--- src/rtl/ssr_pkg.sv ---
package ssr_pkg;

    // Decoded operating state of the control machine
    typedef enum logic [1:0] {
        ST_OFF    = 2'd0,
        ST_WRITE  = 2'd1,
        ST_RELOAD = 2'd2,
        ST_SHIFT  = 2'd3
    } ssr_state_e;

    // One-cycle actions issued by control to the datapath
    typedef struct packed {
        logic shift;
        logic load;
        logic store;
    } ssr_act_t;

    // Bit positions inside the synchronizer bus
    localparam int unsigned SYN_CS_N  = 0;
    localparam int unsigned SYN_RW    = 1;
    localparam int unsigned SYN_SHIFT = 2;
    localparam int unsigned SYN_MODE  = 3;
    localparam int unsigned SYN_CLR_N = 4;
    localparam int unsigned SYN_SDI   = 5;
    localparam int unsigned SYN_BITS  = 6;

endpackage

--- src/rtl/ssr_sync.sv ---
module ssr_sync #(
    parameter int unsigned          W       = 1,
    parameter int unsigned          STAGES  = 2,
    parameter logic [W-1:0]         RST_VAL = '0
) (
    input  logic         clk,
    input  logic         rst,
    input  logic [W-1:0] d_i,
    output logic [W-1:0] q_o
);

    logic [W-1:0] stage_q [STAGES];

    always_ff @(posedge clk) begin
        if (rst) begin
            for (int i = 0; i < STAGES; i++) begin
                stage_q[i] <= RST_VAL;
            end
        end else begin
            stage_q[0] <= d_i;
            for (int i = 1; i < STAGES; i++) begin
                stage_q[i] <= stage_q[i-1];
            end
        end
    end

    assign q_o = stage_q[STAGES-1];

endmodule

--- src/rtl/ssr_edge.sv ---
module ssr_edge #(
    parameter int unsigned W = 2
) (
    input  logic         clk,
    input  logic         rst,
    input  logic [W-1:0] lvl_i,
    output logic [W-1:0] rise_o
);

    logic [W-1:0] prev_q;
    logic [W-1:0] rise_q;

    // Registered rise: aligned with the control state register
    always_ff @(posedge clk) begin
        if (rst) begin
            prev_q <= '0;
            rise_q <= '0;
        end else begin
            prev_q <= lvl_i;
            rise_q <= lvl_i & ~prev_q;
        end
    end

    assign rise_o = rise_q;

endmodule

--- src/rtl/ssr_ctrl.sv ---
module ssr_ctrl
    import ssr_pkg::*;
(
    input  logic       clk,
    input  logic       rst,
    input  logic       cs_n_s,
    input  logic       rw_s,
    input  logic       mode_s,
    input  logic       sdi_s,
    input  logic       shift_rise,
    input  logic       store_rise,
    output ssr_state_e state_o,
    output ssr_act_t   act_o,
    output logic       fill_bit_o,
    output logic       oe_o
);

    ssr_state_e state_q;
    ssr_state_e state_d;
    logic       sdi_q;

    // Next-state decode from synchronized levels
    always_comb begin
        if (cs_n_s) begin
            state_d = ST_OFF;
        end else if (!rw_s) begin
            state_d = ST_WRITE;
        end else if (mode_s) begin
            state_d = ST_RELOAD;
        end else begin
            state_d = ST_SHIFT;
        end
    end

    // State register
    always_ff @(posedge clk) begin
        if (rst) begin
            state_q <= ST_OFF;
            sdi_q   <= 1'b0;
        end else begin
            state_q <= state_d;
            sdi_q   <= sdi_s;
        end
    end

    // Outputs per state
    always_comb begin
        act_o      = '0;
        fill_bit_o = 1'b0;
        oe_o       = 1'b0;
        unique case (state_q)
            ST_OFF: begin
                act_o = '0;
            end
            ST_WRITE: begin
                act_o.shift = shift_rise;
                act_o.store = store_rise;
                fill_bit_o  = sdi_q;
            end
            ST_RELOAD: begin
                act_o.load = shift_rise;
                oe_o       = 1'b1;
            end
            ST_SHIFT: begin
                act_o.shift = shift_rise;
                oe_o        = 1'b1;
            end
            default: begin
                act_o = '0;
            end
        endcase
    end

    assign state_o = state_q;

endmodule

--- src/rtl/ssr_datapath.sv ---
module ssr_datapath
    import ssr_pkg::*;
#(
    parameter int unsigned WIDTH = 16
) (
    input  logic             clk,
    input  logic             rst,
    input  ssr_act_t         act_i,
    input  logic             fill_bit_i,
    input  logic             clr_n_s,
    output logic [WIDTH-1:0] shift_o,
    output logic [WIDTH-1:0] latch_o
);

    localparam int unsigned MSB = WIDTH - 1;

    logic [WIDTH-1:0] shift_q;
    logic [WIDTH-1:0] latch_q;

    always_ff @(posedge clk) begin
        if (rst) begin
            shift_q <= '0;
        end else if (act_i.load) begin
            shift_q <= latch_q;
        end else if (act_i.shift) begin
            shift_q <= {shift_q[MSB-1:0], fill_bit_i};
        end
    end

    // Clear wins over store; store takes the pre-shift value
    always_ff @(posedge clk) begin
        if (rst || !clr_n_s) begin
            latch_q <= '0;
        end else if (act_i.store) begin
            latch_q <= shift_q;
        end
    end

    assign shift_o = shift_q;
    assign latch_o = latch_q;

endmodule

--- src/rtl/serial_latch_reg.sv ---
module serial_latch_reg
    import ssr_pkg::*;
#(
    parameter int unsigned WIDTH       = 16,
    parameter int unsigned SYNC_STAGES = 2
) (
    input  logic             clk,
    input  logic             rst,
    input  logic             cs_n_i,
    input  logic             rw_i,
    input  logic             shift_stb_i,
    input  logic             mode_stb_i,
    input  logic             clr_n_i,
    input  logic             sdi_i,
    output logic             sdo_o,
    output logic             sdo_oe_o,
    output logic [WIDTH-1:0] par_o
);

    localparam logic [SYN_BITS-1:0] SYN_RST =
        SYN_BITS'((1 << SYN_CS_N) | (1 << SYN_CLR_N));

    logic [SYN_BITS-1:0] raw_bus;
    logic [SYN_BITS-1:0] syn_bus;
    logic [1:0]          rise_bus;
    ssr_state_e          state;
    ssr_act_t            act;
    logic                fill_bit;
    logic                oe;
    logic [WIDTH-1:0]    shift_q;
    logic [WIDTH-1:0]    latch_q;
    logic                clr_n_s;

    always_comb begin
        raw_bus            = '0;
        raw_bus[SYN_CS_N]  = cs_n_i;
        raw_bus[SYN_RW]    = rw_i;
        raw_bus[SYN_SHIFT] = shift_stb_i;
        raw_bus[SYN_MODE]  = mode_stb_i;
        raw_bus[SYN_CLR_N] = clr_n_i;
        raw_bus[SYN_SDI]   = sdi_i;
    end

    ssr_sync #(
        .W      (SYN_BITS),
        .STAGES (SYNC_STAGES),
        .RST_VAL(SYN_RST)
    ) u_sync (
        .clk (clk),
        .rst (rst),
        .d_i (raw_bus),
        .q_o (syn_bus)
    );

    ssr_edge #(
        .W(2)
    ) u_edge (
        .clk   (clk),
        .rst   (rst),
        .lvl_i ({syn_bus[SYN_MODE], syn_bus[SYN_SHIFT]}),
        .rise_o(rise_bus)
    );

    ssr_ctrl u_ctrl (
        .clk       (clk),
        .rst       (rst),
        .cs_n_s    (syn_bus[SYN_CS_N]),
        .rw_s      (syn_bus[SYN_RW]),
        .mode_s    (syn_bus[SYN_MODE]),
        .sdi_s     (syn_bus[SYN_SDI]),
        .shift_rise(rise_bus[0]),
        .store_rise(rise_bus[1]),
        .state_o   (state),
        .act_o     (act),
        .fill_bit_o(fill_bit),
        .oe_o      (oe)
    );

    assign clr_n_s = syn_bus[SYN_CLR_N];

    ssr_datapath #(
        .WIDTH(WIDTH)
    ) u_dp (
        .clk       (clk),
        .rst       (rst),
        .act_i     (act),
        .fill_bit_i(fill_bit),
        .clr_n_s   (clr_n_s),
        .shift_o   (shift_q),
        .latch_o   (latch_q)
    );

    assign sdo_o    = shift_q[WIDTH-1];
    assign sdo_oe_o = oe;
    assign par_o    = latch_q;

endmodule

--- config.mk ---
export PLATFORM = sky130hd
export DESIGN_NAME = serial_latch_reg
export DESIGN_NICKNAME = d
export VERILOG_FILES = /design/src/rtl/ssr_pkg.sv /design/src/rtl/ssr_sync.sv /design/src/rtl/ssr_edge.sv /design/src/rtl/ssr_ctrl.sv /design/src/rtl/ssr_datapath.sv /design/src/rtl/serial_latch_reg.sv
export SDC_FILE = /design/constraint.sdc
export NUM_CORES = 1
export LEC_CHECK = 0
export BUFFER_PORTS_ARGS = -buffer_cell sky130_fd_sc_hd__buf_2
export CAP_MARGIN = 10
export CORE_MARGIN = 2
export CORE_UTILIZATION = 50
export DETAILED_ROUTE_END_ITERATION = 12
export PLACE_DENSITY = 0.77
export SETUP_SLACK_MARGIN = 0.2
export SYNTH_ARGS = -nofsm -noshare
export SYNTH_HDL_FRONTEND = slang
export SYNTH_SLANG_ARGS = --single-unit
export TNS_END_PERCENT = 5
--- constraint.sdc ---
create_clock -name clk -period 1.09 [get_ports clk]
set_input_delay 0.218 -clock clk [delete_from_list [all_inputs] [get_ports clk]]
set_output_delay 0.218 -clock clk [all_outputs]
set_load 0.05 [all_outputs]
Yosys cells after proc, flatten, opt, wreduce, memory -nomap -nowiden
Memories as Yosys holds them, arrays and structs flattened.
Cells that the tools add are included.
{ "op_classes": {"n_eq_ne": 3, "mux": 14, "n_bitwise": 5, "reduce_logical": 7} }
{ "op_table": {"columns": ["op", "count"], "rows": [
  ["2-to-1 mux 16 bit", 2],
  ["2-to-1 mux 6 bit", 2],
  ["2-to-1 mux 1 bit", 10],
  ["OR reduction 2 bit", 3],
  ["== test 2 bit (second input constant)", 2],
  ["OR reduction 3 bit", 1],
  ["AND 2 bit", 1],
  ["== test 2 x 1 -> 1 bit (second input constant)", 1],
  ["NOT 2 bit", 1],
  ["bitwise OR 1 bit", 2],
  ["nonzero test 2 bit", 1],
  ["zero test 1 bit", 1],
  ["logical OR 1 bit", 1],
  ["NOT 1 bit", 1]
]} }
{ "totals": {"ff_bits": 39, "ram_bits": 12, "in_bits": 8, "out_inout_bits": 18, "elab_cells": 37, "mem_count": 1} }
{ "mem_list": {"columns": ["name", "depth", "word_bits", "read_ports", "rd_clocked_by_memory_dff", "wr", "line", "rtl"], "rows": [
  ["u_sync.stage_q", 2, 6, 2, 0, 2, "ssr_sync.sv:12", "logic [W-1:0] stage_q [STAGES];"]
]} }

Longest topological paths before layout
{ "depth": {"ltp_word": 5, "ltp_mapped": 6, "ltp_nobuf": 3} }

Hierarchy
Synthesis repeated with hierarchy kept, for this count alone.
{ "unflattened": {"cells_unflattened": 174, "area_unflattened_um2": 2013.2} }
{ "modules_own_cells": {"columns": ["module", "instances", "cells_each", "area_per_inst_um2", "seq_area_each_um2"], "rows": [
  ["ssr_datapath", 1, 124, 1395.1, 640.6],
  ["ssr_sync", 1, 31, 372.9, 240.2],
  ["ssr_ctrl", 1, 11, 127.6, 60.1],
  ["ssr_edge", 1, 8, 117.6, 80.1]
]} }

Worst setup path after synthesis
No wires, ideal clock.
{ "synth_timing": {"path_kind": "register to output", "from": "register u_ctrl.state_q[1] (netlist: u_ctrl.state_o[1])", "to": "output port sdo_oe_o", "t_arrival_ns": 0.890, "required_time_ns": 0.872, "path_slack_ns": -0.018, "stages_incl_launch_ff": 3, "path_buffers": 2, "path_cell_list": "dfxtp_1 > buf_6 > clkbuf_1"} }
{ "synth_via": {"elab_chain_len": 3, "elab_cells_between_ends": 4, "classes_between": "eq/ne (2); mux (1); reduce/logical (1)"} }
{ "synth_rtl": {"columns": ["element", "line", "rtl"], "rows": [
  ["from (decl)", "ssr_ctrl.sv:18", "ssr_state_e state_q;"],
  ["from (signal assigned)", "ssr_ctrl.sv:41", "state_q <= state_d;"],
  ["== test 2 bit", "ssr_ctrl.sv:51", "unique case (state_q)"],
  ["OR reduction 2 bit (no source line) (*)", null, null],
  ["2-to-1 mux 1 bit (*)", "ssr_ctrl.sv:51", null],
  ["to (decl)", "serial_latch_reg.sv:16", "output logic sdo_oe_o,"]
]} }
Every way passes the cells marked *; elsewhere a longest branch is shown, timed or not.

Worst setup path after layout
{ "layout_timing": {"from": "register u_ctrl.state_q[1] (netlist: u_ctrl.state_o[1])", "to": "register u_dp.latch_q[14] (netlist: u_dp.latch_o[14])"} }
{ "layout_via": {"elab_chain_len": 2} }
{ "layout_rtl": {"columns": ["element", "line", "rtl"], "rows": [
  ["== test 2 x 1 -> 1 bit", "ssr_ctrl.sv:51", null],
  ["2-to-1 mux 1 bit", "ssr_ctrl.sv:51", null],
  ["to (signal assigned)", "ssr_datapath.sv:35", "latch_q <= shift_q;"],
  ["to (decl)", "ssr_datapath.sv:18", "logic [WIDTH-1:0] latch_q;"]
]} }
No other way between the ends.
A chain may end at the register's enable or synchronous reset.

==> results.json <==
{
  "synth-simple-area-share_pct": 22.2,
  "synth_ff_type": "dfxtp_1",
  "relSlewSlack_pct": 82.4,
  "synth_most_common_cell": "nand2_1",
  "placed_cells": 275,
  "antenna_found_initial": 0,
  "path_class": "flip-flop to flip-flop",
  "vias": 1523,
  "synth.avg_cell_area_um2": 9.16,
  "synth-adder-area-share_pct": 0,
  "boundaryPins": 26,
  "synth_xor_area_share_pct": 0,
  "synthTopCellsByCount": "nand2_1, dfxtp_1, a21oi_1",
  "cts_max_level": 2,
  "diodes": 0,
  "synthArstFlopShare_pct": 0,
  "instances_no_fill": 285,
  "synth_top_area_share_pct": 54.4,
  "cts_tree": "built",
  "synth_nets": 213,
  "wirelength_um": 3970,
  "crit_fanout": 12,
  "grt_max_degree": 17,
  "timing.final.ws_setup_ns": -0.0236,
  "worstMarginPinSlew_ns": 0.265,
  "drive_gt1_share_pct": 41.4,
  "maxCapViolCount": 0,
  "cts_sinks": 51,
  "fin_setup_tns_ns": -0.0439,
  "synth_cell_types": 24,
  "cts_made_buffers": 5,
  "grt_usage_pct": 20.2,
  "worstPathArrival_ns": 1.35,
  "io_buffers": 25,
  "clockRootBuffer": "clkbuf_8",
  "grt-ovfl-total": 0,
  "clockBufferDepth": 2,
  "max_freq_mhz": 898,
  "slew_violations": 0,
  "synth_edf_count": 0,
  "yosys-top-cells-area": "dfxtp_1, nand2_1, a22o_1, nor2b_1, a21oi_1",
  "fin_crit_sh_pct": 102,
  "die_area_um2": 4260,
  "finalSetupViolCount": 2,
  "start_kind": "flip-flop",
  "syn_to_final_growth_pct": 34.7,
  "drt_pre_antenna_iters": 4,
  "drc": 0,
  "rsz0062_at_grt": "true",
  "wl_per_cell_um": 13.9,
  "worst_hold_path_type": "primary input to flip-flop",
  "met2_length_um": 1960,
  "grt_pass1_wl_um": 6540,
  "status": "finished, violations left",
  "required_ns": 1.32,
  "power.density_nw_per_um2": 1320,
  "yosys_warnings": 0,
  "rows": 22,
  "core_um2": 3630,
  "place_hpwl_um": 2200,
  "initial_core_util_pct": 51.7,
  "cts_hold_buf": 0,
  "gp_congestion": 0.750,
  "clock_latency_ns": 0.30,
  "synth-compound-area-share_pct": 17.3,
  "synth_mux_area_share_pct": 0,
  "nets": 244,
  "post_drt_via_cell_ratio": 5.34,
  "drtAntennaViolNets": 0,
  "drtIter0Drc": 155,
  "violations": "setup timing",
  "fin_crit_ns": 1.11,
  "die_x_um": 65.3,
  "clock_skew_ns": 0.00968,
  "ir_worst_vdd_mv": 0.782,
  "netlist_instances": 205,
  "path_clk_slew_ns": 0.09,
  "synth.yosys.seq_area_share_pct": 54.4,
  "dr.max_layer_used": "met4",
  "grt_pass1_vias": 1391,
  "hold_viol_final": 0,
  "met1_length_um": 1700,
  "wl_met3_um": 249,
  "synth_top_area_cell": "dfxtp_1",
  "ys_ff_latch": 51,
  "p_leak_nw": 0.995,
  "dieHeight_um": 65.3,
  "synth_top_family_by_area": "simple AND/OR/NAND/NOR gates",
  "worst_setup_path_end_kind": "flip-flop",
  "syn-cell-area_um2": 1880
}
==> power by group <==
group	internal (mW)	switching (mW)
registers	1.88	0.0103
logic	0.0536	0.0679
clock network	0.743	0.587
==> cells in the final DEF (no fill, tap or decap), types with 2 or more instances in the layout <==
| cell type | netlist | routed |
|---|---|---|
| dfxtp_2 | 0 | 15 |
| nand2_4 | 0 | 2 |
| nand2_1 | 62 | 51 |
| or2_2 | 4 | 4 |
| a22o_1 | 15 | 15 |
| buf_4 | 3 | 9 |
| o21ai_0 | 15 | 14 |
| buf_12 | 0 | 2 |
| buf_8 | 1 | 18 |
| clkbuf_8 | 0 | 6 |
| dfxtp_4 | 0 | 5 |
| buf_2 | 4 | 7 |
| buf_6 | 3 | 3 |
| dfxtp_1 | 51 | 31 |
| a21oi_2 | 0 | 9 |
| a21oi_1 | 16 | 7 |
| nor2b_1 | 13 | 13 |
| nand2_2 | 0 | 9 |
==> critical path, stage by stage (launching register included) <==
cell	delay (ns)
dfxtp_4	0.39
and3b_2	0.29
buf_12	0.16
nand2_2	0.07
a21oi_2	0.14
==> logic make-up after synthesis <==
logic type	count (synthesis)
buffers and inverters	17
AND/OR/NAND/NOR	87
AO/OA/AOI/OAI	50
flip-flops	51
==> metrics by stage <==
step / total power, mW / utilization, % / setup WS, ns / area [µm²] / hold WS (ns)
after CTS: 3.38 / 68.6 / -0.00713 / 2490 / 0.0900
after global routing: 3.46 / 69.6 / -0.0612 / 2530 / 0.0961
after floorplan: 2.02 / - / 0.0193 / 1890 / 0.322
after global placement: 2.05 / 57.4 / 0.0409 / 2090 / 0.371
final: 3.34 / 69.6 / -0.0236 / 2530 / 0.0992
after detailed placement: 2.05 / 57.4 / 0.0177 / 2090 / 0.372
==> state kept, by name (all words and copies together), names as in the netlist <==
register        count
u_edge.prev_q       2
u_dp.shift_o       16
u_ctrl.sdi_q        1
u_sync.stage_q     12
u_dp.latch_o       16
u_edge.rise_o       2
u_ctrl.state_o      2
==> area by class of cell <==
| type | instances | area [µm²] |
|---|---|---|
| fill | 265 | 1100 |
| sequential | 51 | 1060 |
| multi-input combinational | 138 | 842 |
| timing repair buffer | 39 | 447 |
| clock buffer | 6 | 82.6 |
| tap | 48 | 60.1 |
| clock inverter | 2 | 35.0 |
| inverter | 1 | 3.75 |
==> final timing paths <==
path	startpoint	end	slack, ns	cells after the start
worst max-delay path	u_ctrl.state_o[1]	u_dp.latch_o[14]	-0.02	4
worst min-delay path	cs_n_i	u_sync.stage_q[0][0]	0.1	2
worst max register to register	u_ctrl.state_o[1]	u_dp.latch_o[14]	-0.02	4
worst min register to register	u_edge.prev_q[0]	u_edge.rise_o[0]	0.38	1
==> layer usage <==
layer	vias to the layer above	track usage, %
met3	7	5.48
li1	737	-
met1	720	24.4
met4	0	10.4
met5	-	0
met2	59	33.0
==> timing repair <==
action,in CTS,in global routing
gates cloned,1,0
gates resized for setup,93,12
setup buffers,1,0
pin swaps,42,10
endpoints found under the setup margin,50,50
Power figures use the tool's default switching activity.
